$ cat src/rtl/bist_err_counter.sv
`timescale 1ns/1ps
module bist_err_counter #(
   parameter int unsigned CNT_W    = 8,
   parameter bit          SATURATE = 1'b1
) (
   input  logic             clk_i,
   input  logic             rst_ni,
   input  logic             clr_i,
   input  logic             inc_i,
   output logic [CNT_W-1:0] cnt_o
);
   localparam logic [CNT_W-1:0] CNT_MAX = {CNT_W{1'b1}};

   logic [CNT_W-1:0] cnt_q;
   logic             step;

   if (SATURATE) begin : g_sat
      assign step = inc_i && (cnt_q != CNT_MAX);
   end else begin : g_wrap
      assign step = inc_i;
   end

   always_ff @(posedge clk_i or negedge rst_ni) begin
      if (!rst_ni) begin
         cnt_q <= '0;
      end else if (clr_i) begin
         cnt_q <= '0;
      end else if (step) begin
         cnt_q <= cnt_q + 1'b1;
      end
   end

   assign cnt_o = cnt_q;
endmodule

$ cat config.mk
export PLATFORM = sky130hd
export DESIGN_NAME = bist_err_counter
export DESIGN_NICKNAME = d
export VERILOG_FILES = /design/src/rtl/bist_err_counter.sv
export SDC_FILE = /design/constraint.sdc
export NUM_CORES = 1
export LEC_CHECK = 0
export BUFFER_PORTS_ARGS = -buffer_cell sky130_fd_sc_hd__buf_4
export CORE_AREA = 3 3 40 42
export CTS_CLUSTER_DIAMETER = 80
export DETAILED_ROUTE_END_ITERATION = 12
export DIE_AREA = 0 0 43 45
export PLACE_DENSITY = 0.61
export SYNTH_ARGS = -nofsm -noshare
export SYNTH_HDL_FRONTEND = slang
export SYNTH_SLANG_ARGS = --single-unit
$ cat constraint.sdc
create_clock -name clk_i -period 2.08 [get_ports clk_i]
set_input_delay 0.104 -clock clk_i [delete_from_list [all_inputs] [get_ports clk_i]]
set_output_delay 0.104 -clock clk_i [all_outputs]
set_load 0.01 [all_outputs]
# After elaboration in Yosys (flattened, before gate mapping)
# Cells that the tools add are included.
totals:
  ff_bits: 8
  latch_bits: 0
  mem_bits_rw: 0
  mem_bits_ro: 0
  in_bits: 4
  output_inout_bits: 8
  elab_cells: 7
  mem_count: 0
op_classes:
  n_addsub: 1
  mul: 0
  n_div: 0
  n_lt_le_gt_ge: 0
  eq_ne: 1
  shifts: 0
  n_mux: 2
  bitwise_logic: 0
  n_reduce_logical: 2
ops:
  columns: ["cell", "count"]
  rows:
  - ["8-bit two-way mux", 2]
  - ["8-bit by 1-bit adder with 8-bit output (second input constant)", 1]
  - ["8-bit != test (second input constant)", 1]
  - ["2-bit nonzero test", 1]
  - ["1-bit logical AND", 1]

# Logic depth before layout (Yosys ltp)
# Gate-level depths: netlist of run 1.
logic_depth:
  ltp_word: 4
  mapped_depth: 4
  ltp_nobuf: 4

# Worst setup path after synthesis of run 1
# OpenSTA, ideal clock, no wires.
synth_timing:
  path_type: "register to register"
  startpoint: "register cnt_q[0] (netlist: cnt_o[0])"
  endpoint: "register cnt_q[0] (netlist: cnt_o[0])"
  setup_time_ns: 0.125
  arrival_ns: 1.509
  t_required_ns: 1.955
  slack_ns: 0.446
  stages_incl_launch_ff: 5
  n_path_buf: 0
  period_less_slack_ns: 1.634
  path_cell_list: "dfrtp_1 > ha_1 > and4_2 > a21boi_1 > mux2_2"
synth_between:
  elab_chain_len: 3
  word_cells_on_any_way: 6
synth_rtl:
  columns: ["item", "line", "rtl"]
  rows:
  - ["from (decl)", "14", "logic [CNT_W-1:0] cnt_q;"]
  - ["from (signal assigned)", "29", "cnt_q <= cnt_q + 1'b1;"]
  - ["8-bit by 1-bit adder with 8-bit output / 8-bit != test (equally long branches)", "29, 18", null]
  - ["8-bit two-way mux / 1-bit logical AND (equally long branches)", "28, 18", null]
  - ["8-bit two-way mux / 2-bit nonzero test (equally long branches)", null, null]
# Parallel ways exist; a longest one is shown, timed or not. The select of a mux whose other input is x is not followed.
# A chain may end at the register's enable or synchronous reset.

# Worst setup path after layout of run 1
# Same ends and word-level chain as after synthesis.

==> impl_metrics.csv, run 1 <==
group,metric,value,unit
die,num_rows,13,
cells_and_area,antenna_cells,0,
cells_and_area,layout_common_cells,"buf_4 (11), dfrtp_1 (8), nor3_1 (4)",
global_route,grt_max_degree,12,
place,dpl.cell_count,73,
cells_and_area,layout.nets,69,
die,die-area,0.00194,mm2
die,num_io_pins,12,
synth,avgSynthCellArea,9.47,um2
clock_tree,clkTransAtPathRegs,0.05,ns
synth,synth-compound-area-share,12.7,%
cells_and_area,fillers,126,
synth,synth_nets,54,
synth,synth_xor_area_share,0,%
pwr,ir_drop,0.000396,V
timing,setup_ws,0.365,ns
timing,finalCritPeriodShare,82.4,%
clock_tree,clkLatencyLatePin,0.25,ns
route,postRouteWirelength,1.01,mm
timing,max_slew_margin,74.3,%
timing,tns,0,ns
clock_tree,cts_tree,"done",
die,start_util,36.1,%
route,vias,435,
cells_and_area,regArea,200,um2
critical_path,crit_path_end_kind,"flip-flop",
critical_path,crit_path_max_incr_delay,0.43,ns
cells_and_area,layout_commonest_cell,"buf_4",
critical_path,path_max_fanout,7,
synth,ys_types,28,
synth,yosysWarnings,0,
global_route,grt_pass1_vias,407,
synth,synth_mux_area_share,7.01,%
clock_tree,cts_sinks,8,
global_route,grt.overflow.total,0,
cells_and_area,largest_register_ffs,8,
clock_tree,cts_htree_levels,1,
die,die_h,45,um
critical_path,worstSetupPathType,"flip-flop to flip-flop",
synth,synth.top_cell.area_share,43.1,%
pwr,p_leak,0.261,nW
place,portBuffers,11,
die,coreArea,0.00128,mm2
global_route,grt_pass1_wl,1.81,mm
timing,rsz0062_at_grt,"false",
synth,synth_area_leaders,"dfrtp_1 (43%), mux2_2 (4.9%), nor3_1 (4.3%)",
synth,synthAdderAreaFrac,2.70,%
timing,drv_slew,0,
timing,worst_pin_slew,0.376,ns
pwr,power.density,536,mW/mm2
timing,setup_viol,0,
synth,synth_top_family_by_area,"simple AND/OR/NAND/NOR gates",
synth,yosysTopAreaCell,"dfrtp_1",
timing,final_hold_viol_count,0,
critical_path,crit_path_start_kind,"flip-flop",
critical_path,cp_cell_sequence,"ha_1, and4_2, a21boi_1, mux2_2",
place,place_ws,0.374,ns
pwr,total_power,0.316,mW
die,die_w,43,um
cells_and_area,multi_input_area,248,um2
route,vias_per_cell,5.65,
cells_and_area,drive_gt1_share,29.0,%
timing,period_needed,1.71,ns
hold_path,hold_path.class,"primary input to flip-flop",
clock_tree,ctsRootBufferMaster,"clkbuf_4",
route,wl_per_cell,13.1,um
timing,skew,0.00128,ns
global_route,antenna_found_initial,0,
global_route,grt_usage,12.6,%
place,routabilityCongestion,0.758,
critical_path,crit_slowest_cell,"dfrtp_1",
synth,ys_ff_latch,8,
cells_and_area,stdcell_count,77,
route,first_pass_iters,4,
route,drcViolationCount,0,
clock_tree,cts_buffers,3,
clock_tree,clockBufferDepth,2,
job,drv_cap,0,
synth,yosys.area_share.simple,31.0,%
critical_path,critical_path_required,2.21,ns
synth,syn-cell-area,464,um2
run_status,outcome,"finished clean",
critical_path,crit_arrival,1.85,ns
route,drt_iter0_drc,12,
synth,synth_cells,49,
route,ant_nets,0,
cells_and_area,area_growth,27.0,%
synth,seq_area_frac_synth,43.1,%
place,dpl.hpwl,722,um
timing,fmax,583,MHz
worst paths after layout:
check / startpoint / end / slack, ns / cells after the start
worst max-delay path: cnt_o[0] / cnt_o[0] / 0.37 / 4
worst min-delay path: clr_i / cnt_o[5] / 0.11 / 2
worst max register to register: cnt_o[0] / cnt_o[0] / 0.37 / 4
worst min register to register: cnt_o[7] / cnt_o[7] / 0.60 / 2
max in group asynchronous: rst_ni / cnt_o[2] / 1.73 / 2
min in group asynchronous: rst_ni / cnt_o[7] / 0.21 / 2
power by group:
part	internal [mW]	switching [mW]	total [mW]
combinational	0.0171	0.0174	0.0345
clock	0.0658	0.0500	0.116
sequential	0.160	0.00596	0.166
total	0.242	0.0733	0.316
cell families after synthesis:
group,Yosys count
and+or+nand+nor,24
adders and majority gates,1
buffers and inverters,4
DFF,8
muxes,3
AOI/OAI and AO/OA,9
area by class of cell:
cell class | instances | share of cell area [%]
flip-flops and latches | 8 | 34.0
repair buffers | 12 | 15.7
inverters | 2 | 1.27
multi-input cells | 37 | 42.0
clock buffers | 3 | 3.82
well taps | 15 | 3.18
critical path, delay by kind of cell, from the launching register on:
kind / cells / cell delay (ns)
AOI/OAI and AO/OA: 1 / 0.22
muxes: 1 / 0.36
and+or+nand+nor: 1 / 0.29
adders and majority gates: 1 / 0.30
DFF: 1 / 0.43
cells in the mapped netlist:
master,n
dfrtp_1,8
nor3_1,4
a21oi_1,3
nand2b_1,3
nor2b_1,3
inv_1,2
mux2_2,2
nand2_1,2
nand3_1,2
nor2_1,2
a2111oi_0,1
a211oi_1,1
a21boi_1,1
a31oi_1,1
a41oi_1,1
and3_1,1
and4_1,1
and4_2,1
buf_2,1
clkbuf_1,1
ha_1,1
mux2i_1,1
nand3_2,1
nand4_1,1
nor3b_1,1
nor4_1,1
o21ai_0,1
or3_1,1
routing by layer:
| metal | vias to the layer above | track usage [%] | wire [um] |
|---|---|---|---|
| li1 | 211 | - | - |
| met1 | 206 | 15.7 | 467 |
| met2 | 18 | 19.8 | 462 |
| met3 | 0 | 5.98 | 80 |
| met4 | 0 | 3.61 | 0 |
| met5 | - | 0 | 0 |
metrics by stage:
stage	util [%]	hold WS (ns)	area [um2]
after CTS	45.9	0.103	589
after global placement	43.3	-0.0684	557
final	45.9	0.110	589
after global routing	45.9	0.112	589
after floorplan	-	-0.192	464
after detailed placement	43.3	-0.0703	557
repair_timing:
item                      4_1_cts  5_1_grt
gates resized for setup         0        0
hold buffers                    1        0
buffers inserted                0        0
hold endpoints to repair        8        0
Power figures use the tool's default switching activity.
==> run 2: changes to the inputs <==
PLACE_DENSITY = 0.63   (was 0.61)
clock period = 1.4 ns   (was 2.08 ns; I/O delays follow)
==> impl_metrics.csv, run 2 (synthesis gave the netlist of run 1 again) <==
group,metric,value,unit
clock_tree,clockBufferDepth,2,
timing,rsz0062_at_grt,"false",
critical_path,crit_path_end_kind,"flip-flop",
route,drt_iter0_drc,10,
global_route,grt_pass1_wl,2.04,mm
cells_and_area,regArea,204,um2
place,portBuffers,11,
global_route,grt.overflow.total,0,
clock_tree,ctsRootBufferMaster,"clkbuf_4",
die,die_h,45,um
hold_path,min_to,"cnt_o[7]",
clock_tree,clkTransAtPathRegs,0.05,ns
global_route,antenna_found_initial,0,
cells_and_area,antenna_cells,0,
timing,finalCritPeriodShare,97.8,%
cells_and_area,layout_commonest_cell,"buf_4",
pwr,p_leak,0.312,nW
route,drcViolationCount,0,
cells_and_area,layout_common_cells,"buf_4 (20), dfrtp_1 (5), nor3_1 (4)",
hold_path,min_from,"clr_i",
clock_tree,cts_tree,"done",
critical_path,crit_path_start_kind,"flip-flop",
die,num_rows,13,
die,die_w,43,um
timing,skew,0.00186,ns
die,die-area,0.00194,mm2
global_route,grt_pass1_vias,477,
timing,final_hold_viol_count,0,
global_route,grt_max_degree,12,
critical_path,worstSetupPathType,"flip-flop to flip-flop",
pwr,power.density,699,mW/mm2
critical_path,crit_path_max_incr_delay,0.42,ns
timing,holdWs,0.0701,ns
die,coreArea,0.00128,mm2
route,wl_per_cell,15.1,um
critical_path,crit_slowest_cell,"dfrtp_2",
timing,worst_pin_slew,0.331,ns
cells_and_area,fillers,118,
timing,max_slew_margin,77.9,%
route,ant_nets,0,
die,num_io_pins,12,
timing,setup_viol,0,
cells_and_area,layout.nets,78,
critical_path,cp_cell_sequence,"ha_4, and4_4, a21boi_4, mux2_4",
job,drv_cap,0,
place,dpl.hpwl,912,um
critical_path,rr_startpoint,"cnt_o[1]",
timing,drv_slew,0,
hold_path,hold_path.class,"primary input to flip-flop",
cells_and_area,area_growth,51.8,%
timing,fmax,730,MHz
clock_tree,cts_sinks,8,
critical_path,r2r_end,"cnt_o[0]",
cells_and_area,drive_gt1_share,49.3,%
clock_tree,clkLatencyLatePin,0.25,ns
hold_path,whs_path_depth,2,
critical_path,crit_arrival,1.50,ns
critical_path,reg2reg_slack,0.03,ns
pwr,ir_drop,0.000387,V
place,routabilityCongestion,0.674,
clock_tree,cts_htree_levels,1,
route,postRouteWirelength,1.30,mm
critical_path,r2r_cells,4,
critical_path,critical_path_required,1.53,ns
global_route,grt_usage,14.5,%
cells_and_area,largest_register_ffs,8,
route,vias_per_cell,5.51,
critical_path,path_max_fanout,4,
route,first_pass_iters,4,
run_status,outcome,"finished clean",
route,vias,474,
cells_and_area,multi_input_area,292,um2
pwr,total_power,0.493,mW
die,start_util,36.1,%
timing,period_needed,1.37,ns
clock_tree,cts_buffers,3,
==> run 2: how the worst max path moves through the flow <==
stage	start	to	slack [ns]
finish	cnt_o[1]	cnt_o[0]	0.03
global route	cnt_o[0]	cnt_o[0]	0.001
CTS	cnt_o[1]	cnt_o[0]	0.01
detailed placement	cnt_o[1]	cnt_o[0]	0.008
global placement	cnt_o[1]	cnt_o[0]	0.01
floorplan	cnt_o[1]	cnt_o[0]	-0.03
==> run 2: metrics by stage <==
step                util, %  instance area [um2]  TNS [ns]  cells  setup slack [ns]
floorplan                 -                  488   -0.0278     49           -0.0278
global placement       49.9                  641         0     81            0.0105
detailed placement     49.9                  641         0     81           0.00797
CTS                    53.0                  681         0     85            0.0142
global route           54.8                  704         0     86           0.00103
finish                 54.8                  704         0     86            0.0308
==> run 2: routing by layer <==
metal,vias to the layer above,track usage [%],share of wire [%]
li1,228,-,-
met1,228,16.9,44
met2,16,24.0,49
met3,2,3.19,5.7
met4,0,9.64,0.93
met5,-,0,0
==> run 2: layout make-up <==
class                      count  share of cell area [%]
sequential                     8                    29.0
inverter                       2                    1.07
clock buffer                   3                    3.20
tap                           15                    2.66
timing repair buffer          21                    22.7
multi-input combinational     37                    41.4
==> run 2: worst max-delay path: cells and delay by family (launching register included) <==
kind | cells | cell delay, ns
muxes | 1 | 0.31
DFF | 1 | 0.42
and+or+nand+nor | 1 | 0.20
AOI/OAI and AO/OA | 1 | 0.16
adders and majority gates | 1 | 0.16
==> run 2: power breakdown <==
group	total (mW)	switching (mW)	internal (mW)	leakage, nW
combinational	0.0747	0.0355	0.0392	0.192
sequential	0.245	0.00647	0.238	0.106
clock	0.173	0.0754	0.0979	0.0138
total	0.493	0.117	0.375	0.312
==> run 2: timing repair <==
| item | 4_1_cts | 5_1_grt |
|---|---|---|
| endpoints found under the setup margin | 1 | 5 |
| resized for setup | 1 | 5 |
| setup buffers | 0 | 1 |
| pin swaps | 0 | 1 |
| hold endpoints to repair | 8 | 0 |
| hold buffers | 1 | 0 |
